**config.mk**
```make
export PLATFORM = sky130hd
export DESIGN_NAME = ioidx_regfile
export DESIGN_NICKNAME = d
export VERILOG_FILES = /design/src/rtl/ioidx_pkg.sv /design/src/rtl/ioidx_bus_decode.sv /design/src/rtl/ioidx_entry_bank.sv /design/src/rtl/ioidx_regfile.sv
export SDC_FILE = /design/constraint.sdc
export NUM_CORES = 2
export LEC_CHECK = 0
export BUFFER_PORTS_ARGS = -buffer_cell sky130_fd_sc_hd__buf_4
export CORE_UTILIZATION = 58
export CTS_CLUSTER_SIZE = 40
export DETAILED_ROUTE_END_ITERATION = 7
export GPL_ROUTABILITY_DRIVEN = 0
export PLACE_DENSITY = 0.77
export SYNTH_ARGS = -nofsm -noshare
export SYNTH_HDL_FRONTEND = slang
export SYNTH_SLANG_ARGS = --single-unit
export TNS_END_PERCENT = 30
```
**constraint.sdc**
```tcl
create_clock -name clk -period 61.9 [get_ports clk]
set_clock_uncertainty 0.15 [all_clocks]
set_input_delay 12.38 -clock clk [delete_from_list [all_inputs] [get_ports clk]]
set_output_delay 12.38 -clock clk [all_outputs]
set_load 0.03 [all_outputs]
```
**src/rtl/ioidx_pkg.sv**
```systemverilog
package ioidx_pkg;

  localparam int DW    = 32;
  localparam int ENT_W = 64;

  // entry bit positions the delivery engine decodes
  localparam int B_DSTAT = 12;
  localparam int B_POL   = 13;
  localparam int B_RIRR  = 14;
  localparam int B_MASK  = 16;

  localparam logic [7:0] RN_ID  = 8'h00;
  localparam logic [7:0] RN_VER = 8'h01;
  localparam logic [7:0] RN_ARB = 8'h02;
  localparam logic [7:0] RN_TBL = 8'h10;

  localparam logic [7:0]  VER_CODE = 8'h11;
  localparam logic [31:0] ID_KEEP  = 32'h0F00_0000;

  typedef logic [ENT_W-1:0] entry_t;

  localparam entry_t ENTRY_RST  = 64'h0001_0000_0001_0000;
  localparam entry_t RO_BITS    = (entry_t'(1) << B_DSTAT) | (entry_t'(1) << B_RIRR);
  localparam entry_t NO_RECALC  = (entry_t'(1) << B_MASK) | (entry_t'(1) << B_POL);

  typedef struct packed {
    logic sel_wr;
    logic sel_rd;
    logic win_wr;
    logic win_rd;
  } acc_t;

  // merge one written half into an entry, keeping read-only bits
  function automatic entry_t merge_half(entry_t old, logic hi, logic [DW-1:0] d);
    entry_t w;
    w = hi ? {d, old[DW-1:0]} : {old[ENT_W-1:DW], d};
    return (w & ~RO_BITS) | (old & RO_BITS);
  endfunction

endpackage

```
**src/rtl/ioidx_bus_decode.sv**
```systemverilog
module ioidx_bus_decode
  import ioidx_pkg::*;
#(
  parameter int NUM_ENTRIES = 32,
  parameter int OFS_W       = 8,
  localparam int PIN_W      = $clog2(NUM_ENTRIES)
) (
  input  logic             bus_valid,
  input  logic             bus_write,
  input  logic             bus_size4,
  input  logic [OFS_W-1:0] bus_offset,
  input  logic [7:0]       regnum,
  output acc_t             acc,
  output logic             is_id,
  output logic             is_ver,
  output logic             is_arb,
  output logic             ent_hit,
  output logic [PIN_W-1:0] ent_pin,
  output logic             ent_hi
);

  localparam logic [OFS_W-1:0] OFS_SEL = '0;
  localparam logic [OFS_W-1:0] OFS_WIN = OFS_W'(16);
  localparam logic [8:0]       TBL_SPAN = 9'(2 * NUM_ENTRIES);

  logic       honoured;
  logic [7:0] tbl_off;

  always_comb begin
    honoured   = bus_valid && bus_size4 &&
                 ((bus_offset == OFS_SEL) || (bus_offset == OFS_WIN));
    acc.sel_wr = honoured && bus_write  && (bus_offset == OFS_SEL);
    acc.sel_rd = honoured && !bus_write && (bus_offset == OFS_SEL);
    acc.win_wr = honoured && bus_write  && (bus_offset == OFS_WIN);
    acc.win_rd = honoured && !bus_write && (bus_offset == OFS_WIN);

    is_id   = (regnum == RN_ID);
    is_ver  = (regnum == RN_VER);
    is_arb  = (regnum == RN_ARB);
    tbl_off = regnum - RN_TBL;
    ent_hit = (regnum >= RN_TBL) && ({1'b0, tbl_off} < TBL_SPAN);
    ent_pin = tbl_off[PIN_W:1];
    ent_hi  = tbl_off[0];
  end

endmodule

```
**src/rtl/ioidx_entry_bank.sv**
```systemverilog
module ioidx_entry_bank
  import ioidx_pkg::*;
#(
  parameter int NUM_ENTRIES = 32,
  localparam int PIN_W      = $clog2(NUM_ENTRIES)
) (
  input  logic             clk,
  input  logic             rst_n,
  input  logic             wr_en,
  input  logic [PIN_W-1:0] wr_pin,
  input  logic             wr_hi,
  input  logic [DW-1:0]    wr_data,
  input  logic             set_vld,
  input  logic [PIN_W-1:0] set_pin,
  input  logic             clr_vld,
  input  logic [PIN_W-1:0] clr_pin,
  input  logic [PIN_W-1:0] rd_pin_a,
  output entry_t           rd_ent_a,
  input  logic [PIN_W-1:0] rd_pin_b,
  output entry_t           rd_ent_b
);

  entry_t ent_q [NUM_ENTRIES];

  for (genvar i = 0; i < NUM_ENTRIES; i++) begin : g_ent
    logic   hit_wr, hit_set, hit_clr, en;
    entry_t nxt;

    always_comb begin
      hit_wr  = wr_en   && (wr_pin  == PIN_W'(i));
      hit_set = set_vld && (set_pin == PIN_W'(i));
      hit_clr = clr_vld && (clr_pin == PIN_W'(i));
      en      = hit_wr || hit_set || hit_clr;
      nxt     = ent_q[i];
      if (hit_wr)  nxt = merge_half(ent_q[i], wr_hi, wr_data);
      if (hit_clr) nxt[B_RIRR] = 1'b0;
      if (hit_set) nxt[B_RIRR] = 1'b1;   // set wins over clear
    end

    always_ff @(posedge clk or negedge rst_n) begin
      if (!rst_n)  ent_q[i] <= ENTRY_RST;
      else if (en) ent_q[i] <= nxt;
    end
  end

  assign rd_ent_a = ent_q[rd_pin_a];
  assign rd_ent_b = ent_q[rd_pin_b];

endmodule

```
**src/rtl/ioidx_regfile.sv**
```systemverilog
module ioidx_regfile
  import ioidx_pkg::*;
#(
  parameter int NUM_ENTRIES = 32,
  parameter int OFS_W       = 8,
  localparam int PIN_W      = $clog2(NUM_ENTRIES)
) (
  input  logic                   clk,
  input  logic                   rst_n,
  input  logic                   bus_valid,
  input  logic                   bus_write,
  input  logic                   bus_size4,
  input  logic [OFS_W-1:0]       bus_offset,
  input  logic [DW-1:0]          bus_wdata,
  output logic [DW-1:0]          bus_rdata,
  input  logic [NUM_ENTRIES-1:0] line_active,
  input  logic [PIN_W-1:0]       eng_sel,
  output logic [ENT_W-1:0]       eng_entry,
  input  logic                   irr_set_vld,
  input  logic [PIN_W-1:0]       irr_set_pin,
  input  logic                   irr_clr_vld,
  input  logic [PIN_W-1:0]       irr_clr_pin,
  output logic                   recalc_pulse,
  output logic                   deliver_req,
  output logic [PIN_W-1:0]       deliver_pin
);

  localparam logic [DW-1:0] VER_WORD = {8'h00, 8'(NUM_ENTRIES - 1), 8'h00, VER_CODE};

  // reset: asserted asynchronously, released through two flops
  logic [1:0] rst_sync_q;
  logic       rst_ni;

  always_ff @(posedge clk or negedge rst_n) begin
    if (!rst_n) rst_sync_q <= 2'b00;
    else        rst_sync_q <= {rst_sync_q[0], 1'b1};
  end
  assign rst_ni = rst_sync_q[1];

  logic [DW-1:0]    sel_q, sel_d;
  logic [DW-1:0]    id_q, id_d;
  logic             sel_en, id_en;
  acc_t             acc;
  logic             is_id, is_ver, is_arb, ent_hit, ent_hi;
  logic [PIN_W-1:0] ent_pin;
  entry_t           cur_ent, new_ent;
  logic             ent_wr;
  logic             recalc_d, deliver_d;

  ioidx_bus_decode #(.NUM_ENTRIES(NUM_ENTRIES), .OFS_W(OFS_W)) u_dec (
    .bus_valid (bus_valid),
    .bus_write (bus_write),
    .bus_size4 (bus_size4),
    .bus_offset(bus_offset),
    .regnum    (sel_q[7:0]),
    .acc       (acc),
    .is_id     (is_id),
    .is_ver    (is_ver),
    .is_arb    (is_arb),
    .ent_hit   (ent_hit),
    .ent_pin   (ent_pin),
    .ent_hi    (ent_hi)
  );

  assign ent_wr = acc.win_wr && ent_hit;

  ioidx_entry_bank #(.NUM_ENTRIES(NUM_ENTRIES)) u_bank (
    .clk     (clk),
    .rst_n   (rst_ni),
    .wr_en   (ent_wr),
    .wr_pin  (ent_pin),
    .wr_hi   (ent_hi),
    .wr_data (bus_wdata),
    .set_vld (irr_set_vld),
    .set_pin (irr_set_pin),
    .clr_vld (irr_clr_vld),
    .clr_pin (irr_clr_pin),
    .rd_pin_a(ent_pin),
    .rd_ent_a(cur_ent),
    .rd_pin_b(eng_sel),
    .rd_ent_b(eng_entry)
  );

  // next state of select, id and the two event strobes
  always_comb begin
    sel_en    = acc.sel_wr;
    sel_d     = bus_wdata;
    id_en     = acc.win_wr && is_id;
    id_d      = bus_wdata & ID_KEEP;
    new_ent   = merge_half(cur_ent, ent_hi, bus_wdata);
    recalc_d  = ent_wr && (((cur_ent ^ new_ent) & ~NO_RECALC) != '0);
    deliver_d = ent_wr && !new_ent[B_MASK] && !new_ent[B_RIRR] &&
                line_active[ent_pin];
  end

  always_ff @(posedge clk or negedge rst_ni) begin
    if (!rst_ni) begin
      sel_q        <= '0;
      id_q         <= '0;
      recalc_pulse <= 1'b0;
      deliver_req  <= 1'b0;
      deliver_pin  <= '0;
    end else begin
      if (sel_en)    sel_q <= sel_d;
      if (id_en)     id_q  <= id_d;
      recalc_pulse <= recalc_d;
      deliver_req  <= deliver_d;
      if (deliver_d) deliver_pin <= ent_pin;
    end
  end

  // read data
  always_comb begin
    bus_rdata = '0;
    if (acc.sel_rd) begin
      bus_rdata = sel_q;
    end else if (acc.win_rd) begin
      if (is_id || is_arb) bus_rdata = id_q;
      else if (is_ver)     bus_rdata = VER_WORD;
      else if (ent_hit)    bus_rdata = ent_hi ? cur_ent[ENT_W-1:DW] : cur_ent[DW-1:0];
    end
  end

endmodule

```
# After elaboration in Yosys (flattened, before gate mapping)
# Cells that the tools add are included.
[word_totals]
regBits = 2093
latch_bits = 0
ramBits = 0
romBits = 0
inputBits = 94
n_memories = 0
[op_classes]
add_sub_neg = 1
n_mul = 0
div = 0
magnitude_cmp = 5
eq_ne = 96
shift = 0
muxes = 143
bitwise = 36
n_reduce_logical = 282
[ops]
columns = ["cell", "count"]
rows = [
  ["$mux W64", 37],
  ["$or A64 B15 Y64", 33],
  ["$bmux W64 S5", 2],
  ["$mux W15", 32],
  ["$eq A5 B5 Y1 const B", 48],
  ["$mux W32", 6],
  ["$reduce_and A2 Y1", 64],
  ["$eq A5 B4 Y1 const B", 24],
  ["$logic_and A1 B1 Y1", 111],
  ["$reduce_bool A3 Y1", 32],
  ["$logic_or A1 B1 Y1", 66],
  ["$mux W1", 65],
  ["$reduce_bool A64 Y1", 1],
  ["$xor A64 B64 Y64", 1],
  ["$eq A5 B3 Y1 const B", 12],
  ["$eq A5 B2 Y1 const B", 6],
  ["$logic_not A8 Y1", 2],
  ["$eq A5 B1 Y1 const B", 3],
  ["$logic_not A5 Y1", 3],
  ["$ge A6 B6 Y1 const B", 2],
  ["$not A5 Y6", 2],
  ["$eq A8 B1 Y1 const B", 1],
  ["$eq A8 B2 Y1 const B", 1],
  ["$eq A8 B5 Y1 const B", 1],
  ["other kinds (6)", 8],
]

# Logic depth before layout (Yosys ltp)
[depth]
ltp_word = 11
ltp_mapped = 16
mapped_depth_nobuf = 11

# By module
# A second synthesis with hierarchy kept.
[hier_totals]
cells_unflattened = 8051
hier_area_um2 = 111069.0
[modules_own_cells]
columns = ["mod", "instances", "cells_per_inst", "area_per_inst_um2"]
rows = [
  ["ioidx_entry_bank", 1, 7699, 107493.1],
  ["ioidx_regfile", 1, 324, 3405.8],
  ["ioidx_bus_decode", 1, 28, 170.2],
]

# Least setup slack after synthesis
# OpenSTA, ideal clock, no wires.
[synth_path]
path_kind = "input to output"
from = "input eng_sel[0]"
to = "output eng_entry[0]"
arrival_ns = 14.916
required_ns = 49.370
path_slack_ns = 34.454
stages = 6
n_path_buf = 3
path_cell_list = "clkbuf_1 buf_1 buf_1 mux4_2 mux4_2 mux2_2"
[synth_via]
elab_chain_len = 4
[synth_lines]
columns = ["element", "line", "rtl"]
rows = [
  ["start, declared", "ioidx_regfile.sv:17", "input logic [PIN_W-1:0] eng_sel,"],
  ["$not A5 Y6 (not written as such)", "ioidx_entry_bank.sv:47", "assign rd_ent_b = ent_q[rd_pin_b];"],
  ["$bmux W64 S5", "ioidx_entry_bank.sv:47", ""],
  ["$mux W64 (not written as such) (2 in series)", "ioidx_entry_bank.sv:47", ""],
  ["end, declared", "ioidx_regfile.sv:18", "output logic [ENT_W-1:0] eng_entry,"],
]
# Every way passes these cells. The select of a mux whose other input is x is not followed.

# Final worst setup path
[layout_path]
from = "input eng_sel[0]"
to = "output eng_entry[53]"
# Same word-level chain as after synthesis.

==> results_dict.tcl <==
set metrics [dict create \
    drt_first_iter_violations 11240 \
    dpl_cell_area_um2 113700 \
    path_clk_slew_ns 0.06 \
    core-area_um2 188400 \
    drv_cap 1 \
    fmax_mhz 33.58 \
    syn-num-nets 7310 \
    gr-total-overflow 0 \
    cp_data_required_time_ns 49.37 \
    route.detailed.drc 0 \
    slowest_stage "buf_4" \
    synthArstFlopShare_pct 100.0 \
    yosysWarnings 0 \
    status "finished, violations left" \
    cts_tree "built" \
    hold_viol_final 0 \
    instances_no_fill 9729 \
    setup_viol 0 \
    htreeDepth 4 \
    final.setup.tns_ns 0 \
    crit_fanout 67 \
    relSlewSlack_pct -10.37 \
    fin_crit_sh_pct 48.11 \
    grt_util_met1_pct 52.00 \
    syn_inst 7215 \
    violations "max-capacitance violations, max-slew violations" \
    cp_slowest_stage_delay_ns 0.87 \
    grt_max_degree 167 \
    ys_seq_area_share_pct 46.78 \
    syn_avg_cell_area_um2 15.30 \
    finalMaxSlewViolations 8 \
    wl_per_cell_um 39.22 \
    cts_buffers 212 \
    grt_usage_pct 40.12 \
    tightestPinTransition_ns 1.649 \
    cp_common_cell "buf_4" \
    rsz0062_at_grt "false" \
    dp.cells 9317 \
    startpoint_type "primary input" \
    leakagePower_nw 54.12 \
    wl_um 381600 \
    met2_usage_pct 56.15 \
    crit_type "in -> out" \
    die_w_um 438.3 \
    crit_chain "buf_8 > buf_4 > buf_4 > buf_4 > mux4_2 > mux4_2 > mux2_2 > buf_4" \
    cts_buffer_depth 3 \
    drt_first_pass_iters 8 \
    syn2layout_area_growth_pct 9.688 \
    nets 7131 \
    start_util_pct 58.61 \
    first_global_vias 74280 \
    ys_types 78 \
    io_buffers 195 \
    ios 197 \
    irDropWorstVdd_mv 0.02427 \
    p_per_area_nw_per_um2 23.57 \
    cts_setup_buffers 0 \
    dpl.hpwl_um 223600 \
    cts.sinks 2061 \
    synth_edf_count 0 \
    ys.flop_type "dfrtp_1" \
    antenna_found_initial 28 \
    cp_data_arrival_time_ns 17.25 \
    syn-cell-area_um2 110400 \
    insertion_delay_ns 0.91 \
    fillCellCount 12950 \
    yosys_register_bits 2061 \
    fin_crit_ns 29.78 \
    final_antenna_net_count 0 \
    cp-end-kind "output port" \
    cts_resized 0 \
    vias 74360 \
    cts_hold_buf 0 \
    chipHeight_um 438.3 \
    dieArea_um2 192100 \
    cts-root-buf "clkbuf_16" \
    rows 159 \
    use_met3_pct 15.61 \
    grt-busiest-layer "met2" \
    layout-drive-gt1-share_pct 55.15 \
    vias_per_cell 7.643 \
    grt_pass1_wl_um 545700 \
    final_cell_area_um2 121100 \
    min_path_type "reg -> reg" \
    total_power_w 0.002855 \
]
-- per-layer routing --
layer / up-vias / wire [µm]
met2: 5659 / 164000
li1: 27680 / -
met3: 1533 / 53120
met1: 39460 / 133000
met4: 22 / 31120
met5: - / 369
-- power breakdown --
part | internal, W | switching (W) | total, W
Combinational | 0.0000412 | 0.000107 | 0.000149
Sequential | 0.00135 | 0.00000570 | 0.00136
Clock | 0.000771 | 0.000577 | 0.00135
-- cell families (layout without fill, tap and decap cells) --
family,Yosys count,after routing,synth area share [%]
adders and majority gates,1,1,0.01133
other,2,29,0.006802
buffers and inverters,780,772,3.208
and+or+nand+nor,505,505,2.134
AOI/OAI and AO/OA,535,535,3.119
xor gates and xnor gates,45,45,0.3570
muxes,3286,3286,44.38
DFF,2061,2061,46.78
-- layout by cell type, fill, tap and decap left out, drive strengths merged, types with 7 or more instances in the layout --
cell and instances:
mux2i 204, nand3b 8, a221oi 18, o21ai 231, clkbuf 310, a221o 8, a22o 35, a22oi 62
and3 7, bufinv 17, nor2b 17, clkinvlp 7, clkinv 45, o22ai 70, xor2 20, buf 378
dfrtp 1997, nand2b 16, inv 15, mux4 1088, nand2 223, or3 9, o221ai 16, xnor2 25
nand4 14, nor3 14, diode 27, dfstp 64, a211oi 12, nor4 12, a21oi 38, mux2 1994
nand3 63, nor2 88
-- stage by stage --
stage / util [%] / hold WS (ns) / setup WS (ns)
after detailed placement: 60.38 / 0.1889 / 32.02
after CTS: 64.25 / 0.2030 / 32.03
after global routing: 64.26 / 0.2028 / 31.75
final: 64.28 / 0.1988 / 32.12
after global placement: 60.38 / 0.1879 / 32.06
after floorplan: - / 0.1812 / 0.1561
-- flip-flops by register name, summed over array words and instances, names as in the netlist --
name          count
deliver_req       1
id_q              4
rst_sync_q        2
deliver_pin       5
sel_q            32
recalc_pulse      1
u_bank.ent_q   2016
-- worst paths after layout --
path / startpoint / end / slack [ns] / cells past startpoint
max: eng_sel[0] / eng_entry[53] / 32.12 / 8
min: rst_sync_q[0] / rst_sync_q[1] / 0.20 / 0
max reg2reg: sel_q[4] / recalc_pulse / 54.14 / 14
min reg2reg: rst_sync_q[0] / rst_sync_q[1] / 0.20 / 0
max in group asynchronous: rst_n / rst_sync_q[1] / 50.37 / 1
min in group asynchronous: rst_sync_q[1] / u_bank.ent_q[1959] / 0.30 / 0
-- synthesized netlist by cell type (all sizes together), types with 3 or more instances --
master      n  share of area (%)
a211oi     12              0.082
nor2       88               0.30
a22o       35               0.28
o22ai      70               0.40
a31oi       5              0.028
or2         4              0.023
o31ai       3              0.020
nor4       12              0.074
a2111oi     5              0.041
nor3       14              0.068
xnor2      25               0.20
a221o       8              0.073
dfrtp    1997                 45
dfstp      64                1.5
o21ai     231                1.0
and3        7              0.040
a32o        4              0.036
nand2     223               0.76
clkbuf    476                1.6
a21oi      38               0.17
mux2     1994                 20
a221oi     18               0.15
a22oi      62               0.42
nand3      63               0.29
or3         9              0.051
nor3b       4              0.027
nor2b      17              0.096
o221ai     16               0.13
o2111ai     3              0.024
nand3b      8              0.054
a21o        4              0.027
inv         8              0.027
and3b       3              0.024
or3b        6              0.048
mux4     1088                 22
buf       295                1.6
mux2i     204                1.8
nand4      14              0.079
xor2       20               0.16
and2        6              0.034
or4         6              0.041
nand2b     16              0.091
a211o       3              0.024
-- cell type report --
type,instances,area (µm²),share of cell area [%]
well taps,2495,3122,2.578
repair buffers,378,2980,2.461
diodes,27,67.56,0.05579
inverters,9,33.78,0.02789
flip-flops and latches,2061,51670,42.67
clock buffers,310,6235,5.148
multi-input cells,4374,55940,46.19
clock inverters,75,1061,0.8761
-- critical path: cells and delay by family --
family,cells,cell delay [ns]
buffers and inverters,5,3.21
multiplexers,3,1.41
No activity file was read; power rests on OpenSTA's default activity.
